**src/rtl/pc_unit.sv**
```systemverilog
module pc_unit #(
  parameter int AW = 16,
  parameter int PW = 11,
  parameter int DW = 8
) (
  input  logic          clk,
  input  logic          rst_n,
  input  logic          step,
  input  logic [1:0]    len,
  input  logic [2:0]    br_kind,
  input  logic          take,
  input  logic [DW-1:0] rel_off,
  input  logic [PW-1:0] abs11,
  input  logic [AW-1:0] abs16,
  input  logic [DW-1:0] acc,
  output logic [AW-1:0] pc,
  output logic [AW-1:0] pc_seq,
  output logic [AW-1:0] pc_next,
  output logic [AW-1:0] code_addr
);
  localparam int HW = AW - PW;
  localparam logic [2:0] K_REL  = 3'd1;
  localparam logic [2:0] K_PAGE = 3'd2;
  localparam logic [2:0] K_LONG = 3'd3;

  logic [AW-1:0] rel_tgt;

  assign pc_seq    = pc + AW'(len);
  assign rel_tgt   = pc_seq + {{(AW-DW){rel_off[DW-1]}}, rel_off};
  assign code_addr = pc_seq + {{(AW-DW){1'b0}}, acc};

  always_comb begin
    case (br_kind)
      K_REL:   pc_next = take ? rel_tgt : pc_seq;
      K_PAGE:  pc_next = {pc_seq[AW-1:PW], abs11};
      K_LONG:  pc_next = abs16;
      default: pc_next = pc_seq;
    endcase
  end

  always_ff @(posedge clk) begin
    if (!rst_n)    pc <= '0;
    else if (step) pc <= pc_next;
  end

  AST_LEN_LEGAL:  assert property (@(posedge clk) disable iff (!rst_n) step |-> len != 2'd0);
  AST_SEQ_DIST:   assert property (@(posedge clk) disable iff (!rst_n) AW'(pc_seq - pc) == AW'(len));
  AST_NOT_TAKEN:  assert property (@(posedge clk) disable iff (!rst_n) (br_kind == K_REL && !take) |-> pc_next == pc_seq);
  AST_SAME_PAGE:  assert property (@(posedge clk) disable iff (!rst_n) br_kind == K_PAGE |-> pc_next[AW-1:PW] == pc_seq[AW-1:PW]);
  AST_PAGE_LOW:   assert property (@(posedge clk) disable iff (!rst_n) br_kind == K_PAGE |-> pc_next[PW-1:0] == abs11);
  AST_LONG_TGT:   assert property (@(posedge clk) disable iff (!rst_n) br_kind == K_LONG |-> pc_next == abs16);
  AST_IDX_SEQ:    assert property (@(posedge clk) disable iff (!rst_n) br_kind == 3'd4 |-> pc_next == pc_seq);
  AST_IDX_NO_MOVE:assert property (@(posedge clk) disable iff (!rst_n) (step && br_kind == 3'd4) |=> pc != $past(code_addr) || $past(acc) == '0);
  AST_LOAD:       assert property (@(posedge clk) disable iff (!rst_n) step |=> pc == $past(pc_next));
  AST_HOLD:       assert property (@(posedge clk) disable iff (!rst_n) !step |=> $stable(pc));
  AST_SPARE_SEQ:  assert property (@(posedge clk) disable iff (!rst_n) br_kind > 3'd4 |-> pc_next == pc_seq);
  AST_HIGH_BITS:  assert property (@(posedge clk) disable iff (!rst_n) br_kind == 3'd0 |-> pc_next == pc_seq);
endmodule

```
**config.mk**
```make
export PLATFORM = sky130hd
export DESIGN_NAME = pc_unit
export DESIGN_NICKNAME = d
export VERILOG_FILES = /design/src/rtl/pc_unit.sv
export SDC_FILE = /design/constraint.sdc
export NUM_CORES = 1
export LEC_CHECK = 0
export BUFFER_PORTS_ARGS = -buffer_cell sky130_fd_sc_hd__buf_4
export CAP_MARGIN = 25
export CORE_UTILIZATION = 38
export CTS_BUF_LIST = sky130_fd_sc_hd__clkbuf_2 sky130_fd_sc_hd__clkbuf_4 sky130_fd_sc_hd__clkbuf_8
export DETAILED_ROUTE_END_ITERATION = 6
export PLACE_DENSITY = 0.68
export RECOVER_POWER = 100
export SYNTH_ARGS = -nofsm -noshare
export SYNTH_HDL_FRONTEND = slang
export SYNTH_SLANG_ARGS = --single-unit
```
**constraint.sdc**
```tcl
create_clock -name clk -period 3.5 [get_ports clk]
set_input_delay 0.35 -clock clk [delete_from_list [all_inputs] [get_ports clk]]
set_output_delay 0.35 -clock clk [all_outputs]
set_load 0.03 [all_outputs]
```
==> run summary, run 1 <==
post-synth top area share = 0.120
CP required = 3.15 ns
Die W = 88.1 µm
via count = 3,673
Max-cap violations = 0
CTS tree = built
Worst-Margin Slew = 0.620 ns
Die H = 88.1 µm
worst slack, placed = -0.203 ns
largest net degree at the start of global routing = 24
Post-DP Area = 4420 µm²
VDD IR max = 0.176 mV
Worst EP arrival = 3.41 ns
Critical Path Start Type = flip-flop
setup TNS = -0.874 ns
number of fill cells = 581
Top Registers = pc (16)
total chip power = 1.52 mW
layout cells sized above 1 = 0.575
final WL = 12,400 µm
number of global-route vias before repair = 3,557
post-synthesis sequential area ratio = 0.114
clk root buf = clkbuf_8
CP cell instances = ha_4 > fa_2 > nand4_4 > buf_6 > nor3_4 > xnor2_2 > inv_2 > ha_4 > a21oi_1 > a21oi_2 > nor2_2 > a31oi_4 > buf_6 > nor3_2 > a211oi_2 > nor2_4 > buf_6
Final #Nets = 646
Ant. Diodes = 0
hold crit path type = primary input to flip-flop
gp weighted congestion = 0.899
Post-DRT Antenna Nets = 0
final core utilization = 0.712
Yosys top cell by area = ha_1
DP HPWL = 9070 µm
GRT overflow = 0
CP endpoint kind = output pin
P_leak = 2.39 nW
Clock Path Buffers = 2
DRC Markers = 0
commonest cells in the netlist = a21oi_1, nor2_1, nand2_1, ha_1, xnor2_1
Non-Filler Cell Area, Final = 5140 µm²
drt first-iter violations = 206
I/O pin cnt = 116
CTS buffer count = 3
Syn-to-layout area delta = 82.4%
syn_area_per_cell = 7.70 µm²
clock latency on the worst-skew pair = 0.26 ns
slowest stage cell, crit path = fa_2
Post-Syn Area = 2820 µm²
routed len/inst = 18.8 µm
predominant post-synthesis flop cell = dfxtp_1
Max Clock Skew = 0.00355 ns
largest cells by area after synthesis = ha_1, dfxtp_1, xnor2_1
Worst R2R Setup Slack = 0.02 ns
Worst-path clk slew = 0.07 ns
Syn Inst Count = 366
initial antenna violation count = 0
post-synthesis net count = 448
setup slack after layout = -0.263 ns
Site Rows = 31
Tmin final = 3.76 ns
RSZ-0062 raised after global routing = yes
crit path max fanout = 6
CP dominant cell by count = buf_6
vias per cell = 5.55
crit-path max cell delay = 0.37 ns
GRT Resource Usage Total = 0.302
failing checks = setup timing
flops & latches, synth = 16
Top reg by flops = pc
PwrDens = 296 nW/µm²
yosys warns = 0
Final Slew Violations = 0
critical path class = flip-flop to output pin
Async SR Flop Fraction = 0
max reg flops = 16
Core ar. = 7210 µm²
Worst Path Buf+Inv = 4
Yosys cell types = 72
Final setup viols = 7
Die ar. = 7760 µm²
maximum level of the CTS H-tree = 1
fmax = 0.266 GHz
clock sinks = 16
status = finished with violations
slew margin rel. = 0.582
crit-path leading delay family = compound AO/OA/AOI/OAI gates
initial core utilization = 0.390
Buffers on Ports = 115
DR pass1 iterations = 4
first-pass GRT wire length = 17,800 µm
Post-synth EDFFs = 0
count of final hold-check violations = 0
Period Utilization, post-route = 1.08
## power by group
part	switching (mW)	internal [mW]
clock network	0.0786	0.100
registers	0.0277	0.196
logic	0.603	0.514
total	0.710	0.811
## path summary, 6_finish.rpt
path / start / to / depth (start not counted)
max: pc[0] / pc_next[15] / 17
min: rst_n / pc[0] / 2
max reg2reg: pc[0] / pc[13] / 17
min reg2reg: pc[15] / pc[15] / 2
## cell usage in the layout (no fill, tap or decap), types with 4 or more instances in the layout
cell type,instances
buf_4,198
nand2_1,27
nor2_1,25
a21oi_1,19
o21ai_0,18
xnor2_1,16
ha_4,15
inv_1,14
a21oi_2,12
ha_1,12
dfxtp_1,12
xnor2_2,9
buf_6,9
o21a_1,6
nand2b_1,6
nor2_2,6
mux2i_1,6
a21o_1,6
o21ai_2,6
nand3_1,5
or2_2,5
nor3_2,5
o211ai_1,5
inv_2,5
nor2b_1,4
o22ai_1,4
nor3_1,4
nand4_1,4
o211a_1,4
clkbuf_8,4
## per-stage QoR
| stage | std cells | hold WS [ns] |
|---|---|---|
| 3_3_place_gp | 633 | 0.574 |
| 4_1_cts | 651 | 0.423 |
| 5_1_grt | 662 | 0.429 |
| 2_1_floorplan | 366 | 0.488 |
| 6_report | 662 | 0.423 |
| 3_5_place_dp | 633 | 0.579 |
## layer usage
| layer | global-route usage | vias to the layer above | part of all wire |
|---|---|---|---|
| li1 | - | 1740 | - |
| met1 | 0.359 | 1706 | 0.38 |
| met2 | 0.545 | 192 | 0.50 |
| met3 | 0.0415 | 35 | 0.080 |
| met4 | 0.119 | 0 | 0.042 |
| met5 | 0 | - | 0 |
## kinds of logic after synthesis
family	share of synthesized area
xor gates and xnor gates	0.121
adders and majority gates	0.141
DFF	0.114
and+or+nand+nor	0.233
buffers and inverters	0.0466
muxes	0.0333
AOI/OAI and AO/OA	0.311
## layout make-up
cell class	instances	area, µm²	area share
Clock buffer	4	55.1	0.0107
Inverter	20	75.1	0.0146
Multi-Input combinational cell	316	2970	0.578
Sequential cell	16	328	0.0638
Tap cell	99	124	0.0241
Timing Repair Buffer	207	1590	0.309
## what timing repair did
item                                    in CTS  in global routing
pin swaps                                   31                 25
setup buffers                               14                 11
hold buffers                                 0                  0
gates resized for setup                     45                 43
endpoints found under the setup margin      15                 22
No activity file was read; power rests on OpenSTA's default activity.
==> run 2, diff against run 1 <==
==> constraint.sdc (replaced) <==
create_clock -name clk -period 3.5 [get_ports clk]
set_input_delay 0.875 -clock clk [delete_from_list [all_inputs] [get_ports clk]]
set_output_delay 0.875 -clock clk [all_outputs]
set_load 0.03 [all_outputs]
==> run 2 against run 1 <==
The run still ends with setup timing left. Setup slack worse by 0.95 ns. Routed wire length up 21%. Clock power shrank 15%. Maximum frequency fell by 20%. Worst hold slack better by 0.22 ns. Via count increased by 14%. Design area grew 17%. Sequential power shrank 3%. Critical path type is now primary input to output pin. Largest cell class unchanged.
==> run summary, run 2 (synthesized netlist as in run 1, its figures left out) <==
Top Registers = pc (16) (unchanged)
RSZ-0062 raised after global routing = yes (unchanged)
hold worst-path end = pc[15] (was pc[0])
PwrDens = 292 nW/µm² (was 296 nW/µm²)
fmax = 0.212 GHz (was 0.266 GHz)
count of final hold-check violations = 0 (unchanged)
clk root buf = clkbuf_8 (unchanged)
Final setup viols = 42 (was 7)
initial antenna violation count = 0 (unchanged)
reg2reg end = pc[9] (was pc[13])
GRT Resource Usage Total = 0.363 (was 0.302)
critical path class = primary input to output pin (was flip-flop to output pin)
Post-DRT Antenna Nets = 0 (unchanged)
Period Utilization, post-route = 1.35 (was 1.08)
setup slack after layout = -1.21 ns (was -0.263 ns)
Final #Nets = 721 (was 646)
status = finished with violations (unchanged)
most common cell after layout, fill and taps aside = buf_4 (unchanged)
layout cells sized above 1 = 0.659 (was 0.575)
drt first-iter violations = 217 (was 206)
Die W = 88.1 µm (unchanged)
Tmin final = 4.71 ns (was 3.76 ns)
Worst-Margin Slew = 0.693 ns (was 0.620 ns)
reg2reg start = pc[0] (unchanged)
Worst-path clk slew = 0.07 ns (about the same)
maximum level of the CTS H-tree = 1 (unchanged)
Die H = 88.1 µm (unchanged)
failing checks = setup timing (unchanged)
Hold-fix buffers, CTS = 0 (unchanged)
clock sinks = 16 (unchanged)
worst slack, placed = -1.19 ns (was -0.203 ns)
P_leak = 2.85 nW (was 2.39 nW)
VDD IR max = 0.198 mV (was 0.176 mV)
Ant. Diodes = 0 (unchanged)
hold crit path type = flip-flop to flip-flop (was primary input to flip-flop)
Clock Path Buffers = 2 (unchanged)
commonest cells after routing, fill and taps aside = buf_4, buf_6, nand2_1 (was buf_4, nand2_1, nor2_1)
hold_sp = pc[15] (was rst_n)
gp weighted congestion = 0.971 (was 0.899)
Worst R2R Setup Slack = -0.06 ns (was 0.02 ns)
Reg2Reg Depth = 17 (unchanged)
Worst EP arrival = 3.83 ns (was 3.41 ns)
worst hold slack = 0.646 ns (was 0.423 ns)
max reg flops = 16 (unchanged)
Critical Path Start Type = primary input (was flip-flop)
Max-cap violations = 0 (unchanged)
slew margin rel. = 0.537 (was 0.582)
crit path max fanout = 3 (was 6)
DRC Markers = 0 (unchanged)
via count = 4,198 (was 3,673)
Worst Hold Depth = 2 (unchanged)
Syn-to-layout area delta = 114% (was 82.4%)
DR pass1 iterations = 5 (was 4)
final WL = 15,100 µm (was 12,400 µm)
number of global-route vias before repair = 4,202 (was 3,557)
Site Rows = 31 (unchanged)
CTS buffer count = 3 (unchanged)
CP required = 2.62 ns (was 3.15 ns)
number of fill cells = 440 (was 581)
largest net degree at the start of global routing = 24 (unchanged)
Final Slew Violations = 0 (unchanged)
Die ar. = 7760 µm² (unchanged)
vias per cell = 5.70 (was 5.55)
CP endpoint kind = output pin (unchanged)
Buffers on Ports = 115 (unchanged)
routed len/inst = 20.5 µm (was 18.8 µm)
GRT overflow = 0 (unchanged)
Core ar. = 7210 µm² (unchanged)
first-pass GRT wire length = 21,200 µm (was 17,800 µm)
I/O pin cnt = 116 (unchanged)
DP HPWL = 9670 µm (was 9070 µm)
CTS tree = built (unchanged)
initial core utilization = 0.390 (unchanged)
Top reg by flops = pc (unchanged)
clock latency on the worst-skew pair = 0.26 ns (about the same)
setup TNS = -27.56 ns (was -0.874 ns)
Max Clock Skew = 0.00395 ns (was 0.00355 ns)
run 2: cell types whose count changed in the layout (fill, tap and decap cells not counted), moves of 4 or more:
cell | before | now
o21ai_0 | 18 | 14
inv_1 | 14 | 10
nand2_2 | 2 | 6
nand2_1 | 27 | 22
buf_6 | 9 | 47
xnor2_1 | 16 | 5
inv_2 | 5 | 9
dfxtp_1 | 12 | 16
clkbuf_1 | 0 | 12
buf_4 | 198 | 223
xnor2_2 | 9 | 19
nor2_1 | 25 | 20
run 2: worst max path at each step:
stage / startpoint / to / cells after the start
final: len[0] / pc_next[13] / 16
after global routing: len[0] / pc_next[13] / 16
after CTS: len[0] / pc_next[13] / 15
after global placement: len[0] / pc_next[15] / 16
after floorplan: len[0] / pc_next[15] / 13
after detailed placement: len[0] / pc_next[15] / 16
run 2: metrics by stage:
| stage | power, mW | cell area (µm²) | utilization | cells |
|---|---|---|---|---|
| 2_1_floorplan | 0.831 | 3220 | - | 366 |
| 3_3_place_gp | 1.29 | 5130 | 0.711 | 696 |
| 3_5_place_dp | 1.31 | 5130 | 0.711 | 696 |
| 4_1_cts | 1.63 | 5850 | 0.811 | 729 |
| 5_1_grt | 1.85 | 6030 | 0.836 | 736 |
| 6_report | 1.76 | 6030 | 0.836 | 736 |
run 2: per-layer routing:
layer | GRT usage | share of wire | vias to the layer above
met5 | 0 | 0 | -
met2 | 0.663 | 0.51 | 255
li1 | - | - | 1896
met4 | 0.160 | 0.058 | 0
met1 | 0.406 | 0.36 | 1971
met3 | 0.0754 | 0.069 | 76
run 2: where the power goes:
part	internal, mW	switching (mW)
logic	0.671	0.721
registers	0.196	0.0211
clock network	0.0767	0.0751
total	0.944	0.817
run 2: area by class of cell:
type	count	area, µm²	area share
inverter	20	75.1	0.0124
sequential	16	320	0.0531
clock buffer	3	41.3	0.00685
timing repair buffer	282	2250	0.373
multi-input combinational	316	3220	0.534
tap	99	124	0.0205
run 2: critical path, cell delays in order:
cell and delay (ns):
buf_6 0.10, ha_4 0.16, fa_2 0.39, buf_4 0.16
buf_6 0.13, nand3_4 0.11, xnor2_4 0.09, ha_4 0.29
o211ai_1 0.17, a21oi_2 0.24, a21oi_4 0.10, buf_6 0.13
o211ai_1 0.19, o31ai_2 0.10, a221o_2 0.43, buf_6 0.15
run 2: repair_timing:
item | in CTS | in global routing
pin swaps | 47 | 29
setup buffers | 30 | 16
gates resized for setup | 102 | 35
setup endpoints to repair | 36 | 37
endpoints found under the hold margin | 0 | 0
